<file path="config.mk">
export PLATFORM = sky130hd
export DESIGN_NAME = l1_entry_ctrl
export DESIGN_NICKNAME = d
export VERILOG_FILES = /design/src/rtl/l1e_pkg.sv /design/src/rtl/l1e_idle_timer.sv /design/src/rtl/l1e_gap_timer.sv /design/src/rtl/l1_entry_ctrl.sv
export SDC_FILE = /design/constraint.sdc
export NUM_CORES = 1
export LEC_CHECK = 0
export BUFFER_PORTS_ARGS = -buffer_cell sky130_fd_sc_hd__clkbuf_2
export CAP_MARGIN = 20
export CORE_ASPECT_RATIO = 0.8
export CORE_MARGIN = 1.5
export CORE_UTILIZATION = 55
export DETAILED_ROUTE_END_ITERATION = 8
export PLACE_DENSITY = 0.8
export REMOVE_ABC_BUFFERS = 1
export SYNTH_ARGS = -nofsm -noshare
export SYNTH_HDL_FRONTEND = slang
export SYNTH_SLANG_ARGS = --single-unit
</file>
<file path="constraint.sdc">
create_clock -name clk -period 3.1 [get_ports clk]
set_input_delay 0.465 -clock clk [delete_from_list [all_inputs] [get_ports clk]]
set_output_delay 0.465 -clock clk [all_outputs]
set_load 0.03 [all_outputs]
</file>
<file path="src/rtl/l1e_pkg.sv">
package l1e_pkg;

    typedef enum logic [2:0] {
        ST_L0_WATCH  = 3'd0,
        ST_REQ_SEND  = 3'd1,
        ST_REQ_WAIT  = 3'd2,
        ST_EIOS_SEND = 3'd3,
        ST_L1        = 3'd4
    } l1e_state_e;

    typedef struct packed {
        l1e_state_e state;
    } l1e_fsm_t;

endpackage

</file>
<file path="src/rtl/l1e_idle_timer.sv">
module l1e_idle_timer #(
    parameter int W = 16
) (
    input  logic         clk,
    input  logic         rst_n,
    input  logic         enable,
    input  logic         busy,
    input  logic [W-1:0] limit,
    output logic         reached
);
    localparam logic [W-1:0] SAT = {W{1'b1}};

    logic [W-1:0] cnt_d, cnt_q;

    always_comb begin
        cnt_d = cnt_q;
        if (!enable || busy) begin
            cnt_d = '0;
        end else if (cnt_q != SAT) begin
            cnt_d = cnt_q + 1'b1;
        end
    end

    always_ff @(posedge clk or negedge rst_n) begin
        if (!rst_n) begin
            cnt_q <= '0;
        end else begin
            cnt_q <= cnt_d;
        end
    end

    assign reached = enable && !busy && (cnt_q >= limit);

    AST_IDLE_CLEARED: assert property (@(posedge clk) disable iff (!rst_n)
        busy |=> (cnt_q == '0));

    AST_IDLE_RUN_BEFORE: assert property (@(posedge clk) disable iff (!rst_n)
        (reached && limit != '0) |-> $past(enable && !busy));

endmodule

</file>
<file path="src/rtl/l1e_gap_timer.sv">
module l1e_gap_timer #(
    parameter int W = 8
) (
    input  logic         clk,
    input  logic         rst_n,
    input  logic         run,
    input  logic [W-1:0] gap,
    output logic         expire
);
    logic [W-1:0] cnt_d, cnt_q;
    logic [W-1:0] eff_gap;
    logic [W:0]   next_ext;

    assign eff_gap  = (gap == '0) ? {{(W-1){1'b0}}, 1'b1} : gap;
    assign next_ext = {1'b0, cnt_q} + 1'b1;
    assign expire   = run && (next_ext >= {1'b0, eff_gap});

    always_comb begin
        cnt_d = '0;
        if (run && !expire) begin
            cnt_d = next_ext[W-1:0];
        end
    end

    always_ff @(posedge clk or negedge rst_n) begin
        if (!rst_n) begin
            cnt_q <= '0;
        end else begin
            cnt_q <= cnt_d;
        end
    end

    AST_GAP_BOUND: assert property (@(posedge clk) disable iff (!rst_n)
        run |-> (cnt_q < eff_gap));

    AST_GAP_RESTART: assert property (@(posedge clk) disable iff (!rst_n)
        !run |=> (cnt_q == '0));

endmodule

</file>
<file path="src/rtl/l1_entry_ctrl.sv">
module l1_entry_ctrl #(
    parameter int IDLE_W = 16,
    parameter int GAP_W  = 8
) (
    input  logic              clk,
    input  logic              rst_n,
    input  logic [1:0]        aspm_ctl,
    input  logic [IDLE_W-1:0] idle_limit,
    input  logic [GAP_W-1:0]  resend_gap,
    input  logic              link_idle,
    input  logic              tlp_pending,
    input  logic              rx_ack,
    input  logic              rx_exit_seen,
    input  logic              exit_req,
    output logic              dllp_req_valid,
    input  logic              dllp_req_grant,
    output logic              eios_valid,
    input  logic              eios_grant,
    output logic              tlp_block,
    output logic              tx_elec_idle,
    output logic [2:0]        link_state
);
    import l1e_pkg::*;

    localparam int L1_EN_BIT = 1;

    l1e_fsm_t fsm_d, fsm_q;

    logic l1_enabled;
    logic exit_any;
    logic idle_run;
    logic idle_busy;
    logic idle_reached;
    logic gap_run;
    logic gap_expire;
    logic in_request;

    assign l1_enabled = aspm_ctl[L1_EN_BIT];
    assign exit_any   = exit_req | rx_exit_seen;
    assign idle_run   = (fsm_q.state == ST_L0_WATCH) && l1_enabled;
    assign idle_busy  = !link_idle || tlp_pending;
    assign gap_run    = (fsm_q.state == ST_REQ_WAIT);
    assign in_request = (fsm_q.state == ST_REQ_SEND) || (fsm_q.state == ST_REQ_WAIT);

    l1e_idle_timer #(
        .W (IDLE_W)
    ) idle_tmr_i (
        .clk     (clk),
        .rst_n   (rst_n),
        .enable  (idle_run),
        .busy    (idle_busy),
        .limit   (idle_limit),
        .reached (idle_reached)
    );

    l1e_gap_timer #(
        .W (GAP_W)
    ) gap_tmr_i (
        .clk    (clk),
        .rst_n  (rst_n),
        .run    (gap_run),
        .gap    (resend_gap),
        .expire (gap_expire)
    );

    always_comb begin
        fsm_d = fsm_q;
        unique case (fsm_q.state)
            ST_L0_WATCH: begin
                if (idle_run && idle_reached) begin
                    fsm_d.state = ST_REQ_SEND;
                end
            end
            ST_REQ_SEND: begin
                if (exit_any || tlp_pending) begin
                    fsm_d.state = ST_L0_WATCH;
                end else if (rx_ack) begin
                    fsm_d.state = ST_EIOS_SEND;
                end else if (dllp_req_grant) begin
                    fsm_d.state = ST_REQ_WAIT;
                end
            end
            ST_REQ_WAIT: begin
                if (exit_any || tlp_pending) begin
                    fsm_d.state = ST_L0_WATCH;
                end else if (rx_ack) begin
                    fsm_d.state = ST_EIOS_SEND;
                end else if (gap_expire) begin
                    fsm_d.state = ST_REQ_SEND;
                end
            end
            ST_EIOS_SEND: begin
                if (exit_any) begin
                    fsm_d.state = ST_L0_WATCH;
                end else if (eios_grant) begin
                    fsm_d.state = ST_L1;
                end
            end
            ST_L1: begin
                if (exit_any) begin
                    fsm_d.state = ST_L0_WATCH;
                end
            end
            default: begin
                fsm_d.state = ST_L0_WATCH;
            end
        endcase
    end

    always_ff @(posedge clk or negedge rst_n) begin
        if (!rst_n) begin
            fsm_q.state <= ST_L0_WATCH;
        end else begin
            fsm_q <= fsm_d;
        end
    end

    assign dllp_req_valid = (fsm_q.state == ST_REQ_SEND);
    assign eios_valid     = (fsm_q.state == ST_EIOS_SEND);
    assign tx_elec_idle   = (fsm_q.state == ST_L1);
    assign tlp_block      = (fsm_q.state != ST_L0_WATCH);
    assign link_state     = fsm_q.state;

    AST_NO_ENTRY_OFF: assert property (@(posedge clk) disable iff (!rst_n)
        (link_state == 3'd0 && !aspm_ctl[L1_EN_BIT]) |=> (link_state == 3'd0));

    AST_BLOCK_HELD: assert property (@(posedge clk) disable iff (!rst_n)
        (tlp_block && !exit_any && !tlp_pending) |=> tlp_block);

    AST_REQ_HOLD: assert property (@(posedge clk) disable iff (!rst_n)
        (dllp_req_valid && !dllp_req_grant && !exit_any && !tlp_pending && !rx_ack)
        |=> dllp_req_valid);

    AST_TX_EXCLUSIVE: assert property (@(posedge clk) disable iff (!rst_n)
        $onehot0({dllp_req_valid, eios_valid, tx_elec_idle}));

    AST_ONE_EIOS: assert property (@(posedge clk) disable iff (!rst_n)
        (eios_valid && eios_grant && !exit_any) |=> (!eios_valid && tx_elec_idle));

    AST_ABORT_ON_TLP: assert property (@(posedge clk) disable iff (!rst_n)
        (in_request && tlp_pending && !exit_any) |=> (link_state == 3'd0 && !tlp_block));

    AST_EXIT_LOCAL: assert property (@(posedge clk) disable iff (!rst_n)
        (exit_req && link_state != 3'd0) |=> (link_state == 3'd0 && !tx_elec_idle));

    AST_L1_STICKY: assert property (@(posedge clk) disable iff (!rst_n)
        (tx_elec_idle && !exit_any) |=> tx_elec_idle);

endmodule

</file>
; Word level (Yosys, flattened, before mapping)
; Cells that the tools add are included.
; W data, S select, Z words.
[word_totals]
ff_bits = 27
inputBits = 35
output_inout_bits = 7
wordCells = 51
[op_classes]
n_addsub = 2
order_cmp = 2
eq_ne = 10
n_mux = 15
n_bitwise = 1
reduce_logical = 18
[ops]
columns = op, n
row1 = $mux W16, 2
row2 = $mux W3, 10
row3 = $add A16 B1 Y16 const B, 1
row4 = $ge A16 B16 Y1, 1
row5 = $mux W8, 2
row6 = $ne A16 B16 Y1 const B, 1
row7 = $pmux W3 S5, 1
row8 = $add A8 B1 Y9 const B, 1
row9 = $ge A9 B8 Y1, 1
row10 = $logic_not A8 Y1, 1
row11 = $eq A3 B2 Y1 const B, 2
row12 = $logic_and A1 B1 Y1, 6
row13 = $reduce_and A5 Y1, 1
row14 = $logic_not A1 Y1, 4
row15 = $ne A2 B1 Y1 const B, 2
row16 = $ne A4 B2 Y1 const B, 1
row17 = $ne A4 B4 Y1 const B, 1
row18 = $eq A3 B1 Y1 const B, 1
row19 = $eq A3 B3 Y1 const B, 1
row20 = $logic_not A3 Y1, 1
row21 = $logic_or A1 B1 Y1, 3
row22 = $ne A3 B1 Y1 const B, 1
row23 = $reduce_bool A3 Y1, 1
row24 = $reduce_bool A2 Y1, 1
row25 = $or A1 B1 Y1, 1

; Logic depth before layout (Yosys ltp)
; Gate-level depths: netlist (run 1).
[logic_depth]
ltp_word = 8
mapped_depth = 10
mapped_depth_nobuf = 10

; Modules after synthesis
; Synthesis (run 1) repeated with hierarchy kept, for this count alone.
[unflattened]
hier_cells = 260
hier_area_um2 = 2285.9
[by_module_without_submodules]
columns = module, n_inst, cells_per_inst, area_per_inst_um2, seq_area_each_um2
row1 = l1e_idle_timer, 1, 160, 1322.5, 400.4
row2 = l1e_gap_timer, 1, 61, 606.8, 200.2
row3 = l1_entry_ctrl, 1, 39, 356.6, 75.1

; Worst setup path after synthesis (run 1)
; No wires, ideal clock.
[synth_timing]
path_kind = register to register
from = reg gap_tmr_i.cnt_q[2]
to = reg fsm_q (netlist bit link_state[0])
setup_ps = 128
t_arrival_ps = 2504
required_ps = 2972
setup_slack_ps = 468
path_stages_with_launch = 11
period_less_slack_ps = 2632
cell_sequence = dfrtp_1 and3_1 and3_1 and3_1 xor2_1 ha_1 or4b_1 a21oi_1 o21a_2 a41oi_2 mux2_1
[synth_between]
elab_chain_len = 5
[synth_rtl]
columns = item, line_no
row1 = start: declaration, l1e_gap_timer.sv:10  ; logic [W-1:0] cnt_d, cnt_q;
row2 = start signal: assignment, l1e_gap_timer.sv:29  ; cnt_q <= cnt_d;
row3 = $add A8 B1 Y9, l1e_gap_timer.sv:15  ; assign next_ext = {1'b0, cnt_q} + 1'b1;
row4 = $ge A9 B8 Y1, l1e_gap_timer.sv:16  ; assign expire = run && (next_ext >= {1'b0, eff_gap});
row5 = $logic_and A1 B1 Y1, l1e_gap_timer.sv:16
row6 = $ne A4 B4 Y1 (no line), -
row7 = $reduce_and A5 Y1 (no line), -
row8 = end signal: assignment, l1_entry_ctrl.sv:114  ; fsm_q <= fsm_d;
row9 = end: declaration, l1_entry_ctrl.sv:27  ; l1e_fsm_t fsm_d, fsm_q;
; Every way passes these cells.
; A chain may end at the register's enable or synchronous reset.

; Final worst setup path (run 1)
; Same ends and word-level chain as after synthesis.

==> impl_metrics.ini, run 1 <==
[die]
fp.coreArea_um2 = 3520
num_rows = 19
fp.dieH_um = 57.8
boundaryPins = 42
die_w_um = 71.5
start_util = 0.587
die_area_um2 = 4130

[worst_setup_path]
crit_chain = and3_1, and3_1, and3_1, xor2_1, ha_1, or4b_1, a21oi_1, o21a_2, a41oi_2, mux2_1
path_buf_inv = 0
timing.critical_path.from_type = flip-flop
critPathTopFamily = simple AND/OR/NAND/NOR gates
crit_path_max_fanout = 8
arrival_ps = 3010
end_kind = flip-flop
slowest_stage = or4b_1
cpPeakStageDelay_ps = 510
path_class = flip-flop to flip-flop
required_ps = 3250
cpMostUsedCell = and3_1

[detailed_routing]
routed_via_density = 5.64
drc = 0
vias = 1795
met1_length_mm = 2.32
drt_iter0_drc = 80
highest-signal-layer = met4
wl_met2_mm = 1.66
finalWirelength_mm = 4.24
dr_wl_met3_um = 227
avgRoutedWirePerCell_um = 13.3
drt_pre_antenna_iters = 6
final_antenna_net_count = 0

[cells_and_area]
fin_util = 0.670
final_cell_mix = 40 x clkbuf_2, 27 x dfrtp_1, 26 x inv_1, 26 x ha_1, 17 x nand2_1
final_common_cell = clkbuf_2
drive_gt1_frac = 0.178
nets = 338
antenna_cells = 0
syn_to_final_growth_pct = 14.1

[global_routing]
grt_pass1_vias = 1518
grt_util_all_layers = 0.218
grt_pass1_wl_mm = 7.11
grt_max_degree = 28
overflow = 0
antenna_found_initial = 0

[sta]
hold_viol = 0
slew_headroom = 0.552
finalSetupTns_ps = 0
skew_ps = 3.70
holdWs_ps = 216
worstMarginPinSlew_ps = 672
rsz0062_at_grt = false
finalMaxSlewViolations = 0
min_period_ps = 2850
finalCritPeriodShare = 0.920
setup_viol = 0
fmax_ghz = 0.351

[synth]
synth_warnings = 0
synth_edf_count = 0
synth_async_sr_flop_share = 1.00
yosysSeqAreaShare = 0.327
syn_inst = 234
synth-seq-cells = 27
ys_types = 43
ys_dominant_reg_cell = dfrtp_1
syn_area_um2 = 2070
avgSynthCellArea_um2 = 8.83

[power]
powerDensity_nw_per_um2 = 262
vdd_drop_max_mv = 0.318
leakage_uw = 0.00127

[clock_tree]
ctsHtreeMaxLevel = 1
insertion_delay_ps = 270
clockBufferDepth = 2
holdBufCountCts = 0
cts_buffers = 3
clk_pin_slew_worst_paths_ps = 90
cts_sinks = 27
root_buffer = clkbuf_8
cts_resized = 0
cts_tree = yes
cts_setup_buffers = 0

[status]
status = completed

[placed_design]
gp_congestion = 0.850
portBuffers = 40
hpwl_mm = 3.42

[min_path]
hp-class = input port to asynchronous set/reset pin

[flow_run]
cap_violations = 0
state kept, by name (all words and copies together) (netlist names):
name              cells
gap_tmr_i.cnt_q       8
idle_tmr_i.cnt_q     16
link_state            3
stage by stage:
| step | cells | cell area (um^2) | total power (uW) | setup WS (ps) |
|---|---|---|---|---|
| floorplan | 230 | 2040 | 391 | 468 |
| global placement | 314 | 2310 | 427 | 345 |
| detailed placement | 314 | 2310 | 430 | 277 |
| CTS | 318 | 2360 | 625 | 258 |
| global route | 318 | 2360 | 657 | 93.9 |
| finish | 318 | 2360 | 617 | 248 |
synthesized netlist by cell type (all sizes together), types with 2 or more instances:
| master | count | share of area |
|---|---|---|
| xor2 | 6 | 0.025 |
| nand4 | 2 | 0.0061 |
| dfrtp | 27 | 0.33 |
| o21a | 4 | 0.015 |
| nand2b | 3 | 0.0091 |
| inv | 26 | 0.047 |
| nor2 | 15 | 0.027 |
| a21oi | 10 | 0.024 |
| nand2 | 17 | 0.031 |
| nor2b | 2 | 0.0061 |
| a41o | 2 | 0.0097 |
| buf | 3 | 0.0085 |
| nor3b | 5 | 0.021 |
| and3 | 13 | 0.039 |
| nand3 | 14 | 0.034 |
| a2111oi | 2 | 0.0085 |
| a31oi | 7 | 0.021 |
| and2 | 3 | 0.0091 |
| and4 | 4 | 0.017 |
| nor3 | 5 | 0.012 |
| a211oi | 3 | 0.011 |
| ha | 26 | 0.16 |
| o21ai | 6 | 0.015 |
| a21o | 2 | 0.0073 |
| or3 | 3 | 0.0091 |
| xnor2 | 9 | 0.038 |
| nor4 | 2 | 0.0061 |
worst paths after layout:
check	startpoint	endpoint	slack, ps	depth (start not counted)
setup / recovery	gap_tmr_i.cnt_q[2]	link_state[0]	250	10
hold / removal	rst_n	idle_tmr_i.cnt_q[6]	220	1
setup reg to reg	gap_tmr_i.cnt_q[2]	link_state[0]	250	10
hold reg to reg	idle_tmr_i.cnt_q[12]	idle_tmr_i.cnt_q[12]	520	1
max in group asynchronous	rst_n	gap_tmr_i.cnt_q[3]	2450	1
min in group clk	exit_req	link_state[2]	380	2
where the power goes:
group          internal, uW  total, uW  switching, uW
clock                  91.9        195            103
sequential              353        354           1.35
combinational          30.3       68.0           37.7
total                   475        617            142
kinds of logic after synthesis:
logic type,count (synthesis),synth area share
and+or+nand+nor,89,0.231
muxes,2,0.0103
DFF,27,0.327
buffers and inverters,30,0.0575
adders and majority gates,26,0.157
AOI/OAI and AO/OA,45,0.153
xor gates and xnor gates,15,0.0636
per-layer routing:
| layer | GRT usage | vias to the layer above |
|---|---|---|
| li1 | - | 928 |
| met1 | 0.366 | 806 |
| met2 | 0.290 | 59 |
| met3 | 0.0417 | 2 |
| met4 | 0.0323 | 0 |
| met5 | 0 | - |
area by class of cell:
| cell class | instances | area [um^2] |
|---|---|---|
| Sequential cell | 27 | 676 |
| Inverter | 26 | 97.6 |
| Multi-Input combinational cell | 177 | 1270 |
| Timing Repair Buffer | 42 | 215 |
| Fill cell | 306 | 1160 |
| Clock buffer | 4 | 45.0 |
| Tap cell | 42 | 52.6 |
worst reg2reg max path, cell delays in order, from the launching register on:
cell and delay, ps:
dfrtp_1 430, and3_1 210, and3_1 200, and3_1 190, xor2_1 150, ha_1 210, or4b_1 510, a21oi_1 140
o21a_2 230, a41oi_2 150, mux2_1 330
Note: power is estimated with default switching activity, not from simulation.
==> run 2: changes to the inputs <==
--- a/config.mk
+++ b/config.mk
@@ -6,11 +6,11 @@
 export NUM_CORES = 1
 export LEC_CHECK = 0
+export ABC_CLOCK_PERIOD_IN_PS = 3100
 export BUFFER_PORTS_ARGS = -buffer_cell sky130_fd_sc_hd__clkbuf_2
 export CAP_MARGIN = 20
 export CORE_ASPECT_RATIO = 0.8
 export CORE_MARGIN = 1.5
-export CORE_UTILIZATION = 55
+export CORE_UTILIZATION = 30
 export DETAILED_ROUTE_END_ITERATION = 8
-export PLACE_DENSITY = 0.8
 export REMOVE_ABC_BUFFERS = 1
 export SYNTH_ARGS = -nofsm -noshare
==> constraint.sdc (replaced) <==
create_clock -name clk -period 3.1 [get_ports clk]
set_input_delay 0.62 -clock clk [delete_from_list [all_inputs] [get_ports clk]]
set_output_delay 0.62 -clock clk [all_outputs]
set_load 0.03 [all_outputs]
==> impl_metrics.ini, run 2 (synthesis gave the netlist of run 1 again) <==
[status]
status = completed

[power]
switching_share = 0.247
p_clk_frac = 0.330
pwr-share-seq = 0.562
vdd_drop_max_mv = 0.150
p_switching_uw = 156
powerDensity_nw_per_um2 = 260
intPower_uw = 474
power_frac_comb = 0.108
leakage_uw = 0.00127

[detailed_routing]
routed_via_density = 4.97
avgRoutedWirePerCell_um = 12.6
drt_pre_antenna_iters = 4
final_antenna_net_count = 0
drc = 0
finalWirelength_mm = 4.54
vias = 1795
drt_iter0_drc = 123

[cells_and_area]
drive_gt1_frac = 0.184
final_common_cell = clkbuf_2
largest_reg_flops = 16
nets = 339
stdcell_area_um2 = 2420
syn_to_final_growth_pct = 17.2
final_cell_mix = 40 x clkbuf_2, 27 x dfrtp_1, 26 x inv_1, 26 x ha_1, 17 x nand2_1
antenna_cells = 0
largest_register = idle_tmr_i.cnt_q

[sta]
skew_ps = 3.27
setup_viol = 0
rsz0062_at_grt = false
min_period_ps = 2850
holdWs_ps = 368
worstMarginPinSlew_ps = 702
finalCritPeriodShare = 0.919
slew_headroom = 0.532
hold_viol = 0
fmax_ghz = 0.351
finalMaxSlewViolations = 0
finalSetupTns_ps = 0

[flow_run]
cap_violations = 0

[worst_setup_path]
required_ps = 3270
r2r-start = gap_tmr_i.cnt_q[2]
arrival_ps = 3020
end_kind = flip-flop
path_class = flip-flop to flip-flop
setup.worst_path.start = gap_tmr_i.cnt_q[2]
timing.critical_path.from_type = flip-flop
crit_path_max_fanout = 8

[clock_tree]
holdBufCountCts = 0
cts_tree = yes
clk_pin_slew_worst_paths_ps = 100
cts_sinks = 27
cts_setup_buffers = 0
ctsHtreeMaxLevel = 1
cts_buffers = 3
root_buffer = clkbuf_8
insertion_delay_ps = 270
cts_resized = 0
clockBufferDepth = 2

[global_routing]
grt_pass1_wl_mm = 8.00
antenna_found_initial = 0
grt_pass1_vias = 1677
overflow = 0
grt_util_all_layers = 0.138
grt_max_degree = 28

[min_path]
hp-class = input port to asynchronous set/reset pin

[die]
fp.coreArea_um2 = 6510
start_util = 0.317
num_rows = 26
die_area_um2 = 7400
die_w_um = 95.8
boundaryPins = 42
fp.dieH_um = 77.2

[placed_design]
portBuffers = 40
hpwl_mm = 3.62
gp_congestion = 0.751
place_area_um2 = 2370
[run 2: cell count changes in the layout (fill, tap and decap cells not counted), sizes merged]
cell / before / now
clkbuf: 44 / 43
buf: 2 / 3
clkinvlp: 0 / 1
[run 2: area by class of cell]
class / instances / area, um^2
Clock buffer: 3 / 41.3
Tap cell: 84 / 105
Timing Repair Buffer: 43 / 223
Multi-Input combinational cell: 177 / 1270
Sequential cell: 27 / 676
Fill cell: 699 / 4090
Inverter: 26 / 97.6
Clock inverter: 1 / 7.51
[run 2: worst max-delay path, stage by stage, from the launching register on]
cell and delay (ps):
dfrtp_1 430, and3_1 220, and3_1 210, and3_1 190, xor2_1 150, ha_1 210, or4b_1 490, a21oi_1 130
o21a_2 230, a41oi_2 150, mux2_1 340
[run 2: worst paths after layout]
kind	to	slack, ps	cells after the start
min in group clk	idle_tmr_i.cnt_q[12]	510	1
hold reg to reg	idle_tmr_i.cnt_q[12]	510	1
setup reg to reg	link_state[0]	250	10
max in group asynchronous	idle_tmr_i.cnt_q[2]	2280	1
hold / removal	idle_tmr_i.cnt_q[4]	370	1
setup / recovery	link_state[0]	250	10
[run 2: power by group through the flow]
stage	combinational, uW	sequential (uW)	clock (uW)
floorplan	30.1	361	0
CTS	69.6	354	214
global placement	67.7	361	0
global route	81.2	354	229
detailed placement	69.4	361	0
finish	67.9	354	208
[run 2: per-stage QoR]
| step | utilization | instances | setup WS, ps | power (uW) |
|---|---|---|---|---|
| 5_1_grt | 0.372 | 361 | 73.6 | 665 |
| 2_1_floorplan | - | 230 | 468 | 391 |
| 6_report | 0.372 | 361 | 252 | 630 |
| 3_3_place_gp | 0.365 | 357 | 331 | 429 |
| 3_5_place_dp | 0.365 | 357 | 293 | 431 |
| 4_1_cts | 0.372 | 361 | 263 | 638 |
[run 2: layer usage]
layer,global-route usage,share of wire,up-vias,routed length [um]
met1,0.214,0.54,811,2430
met3,0.0298,0.063,2,287
met2,0.185,0.39,48,1780
met5,0,0,-,0
met4,0.0397,0.0090,0,41
li1,-,-,934,-
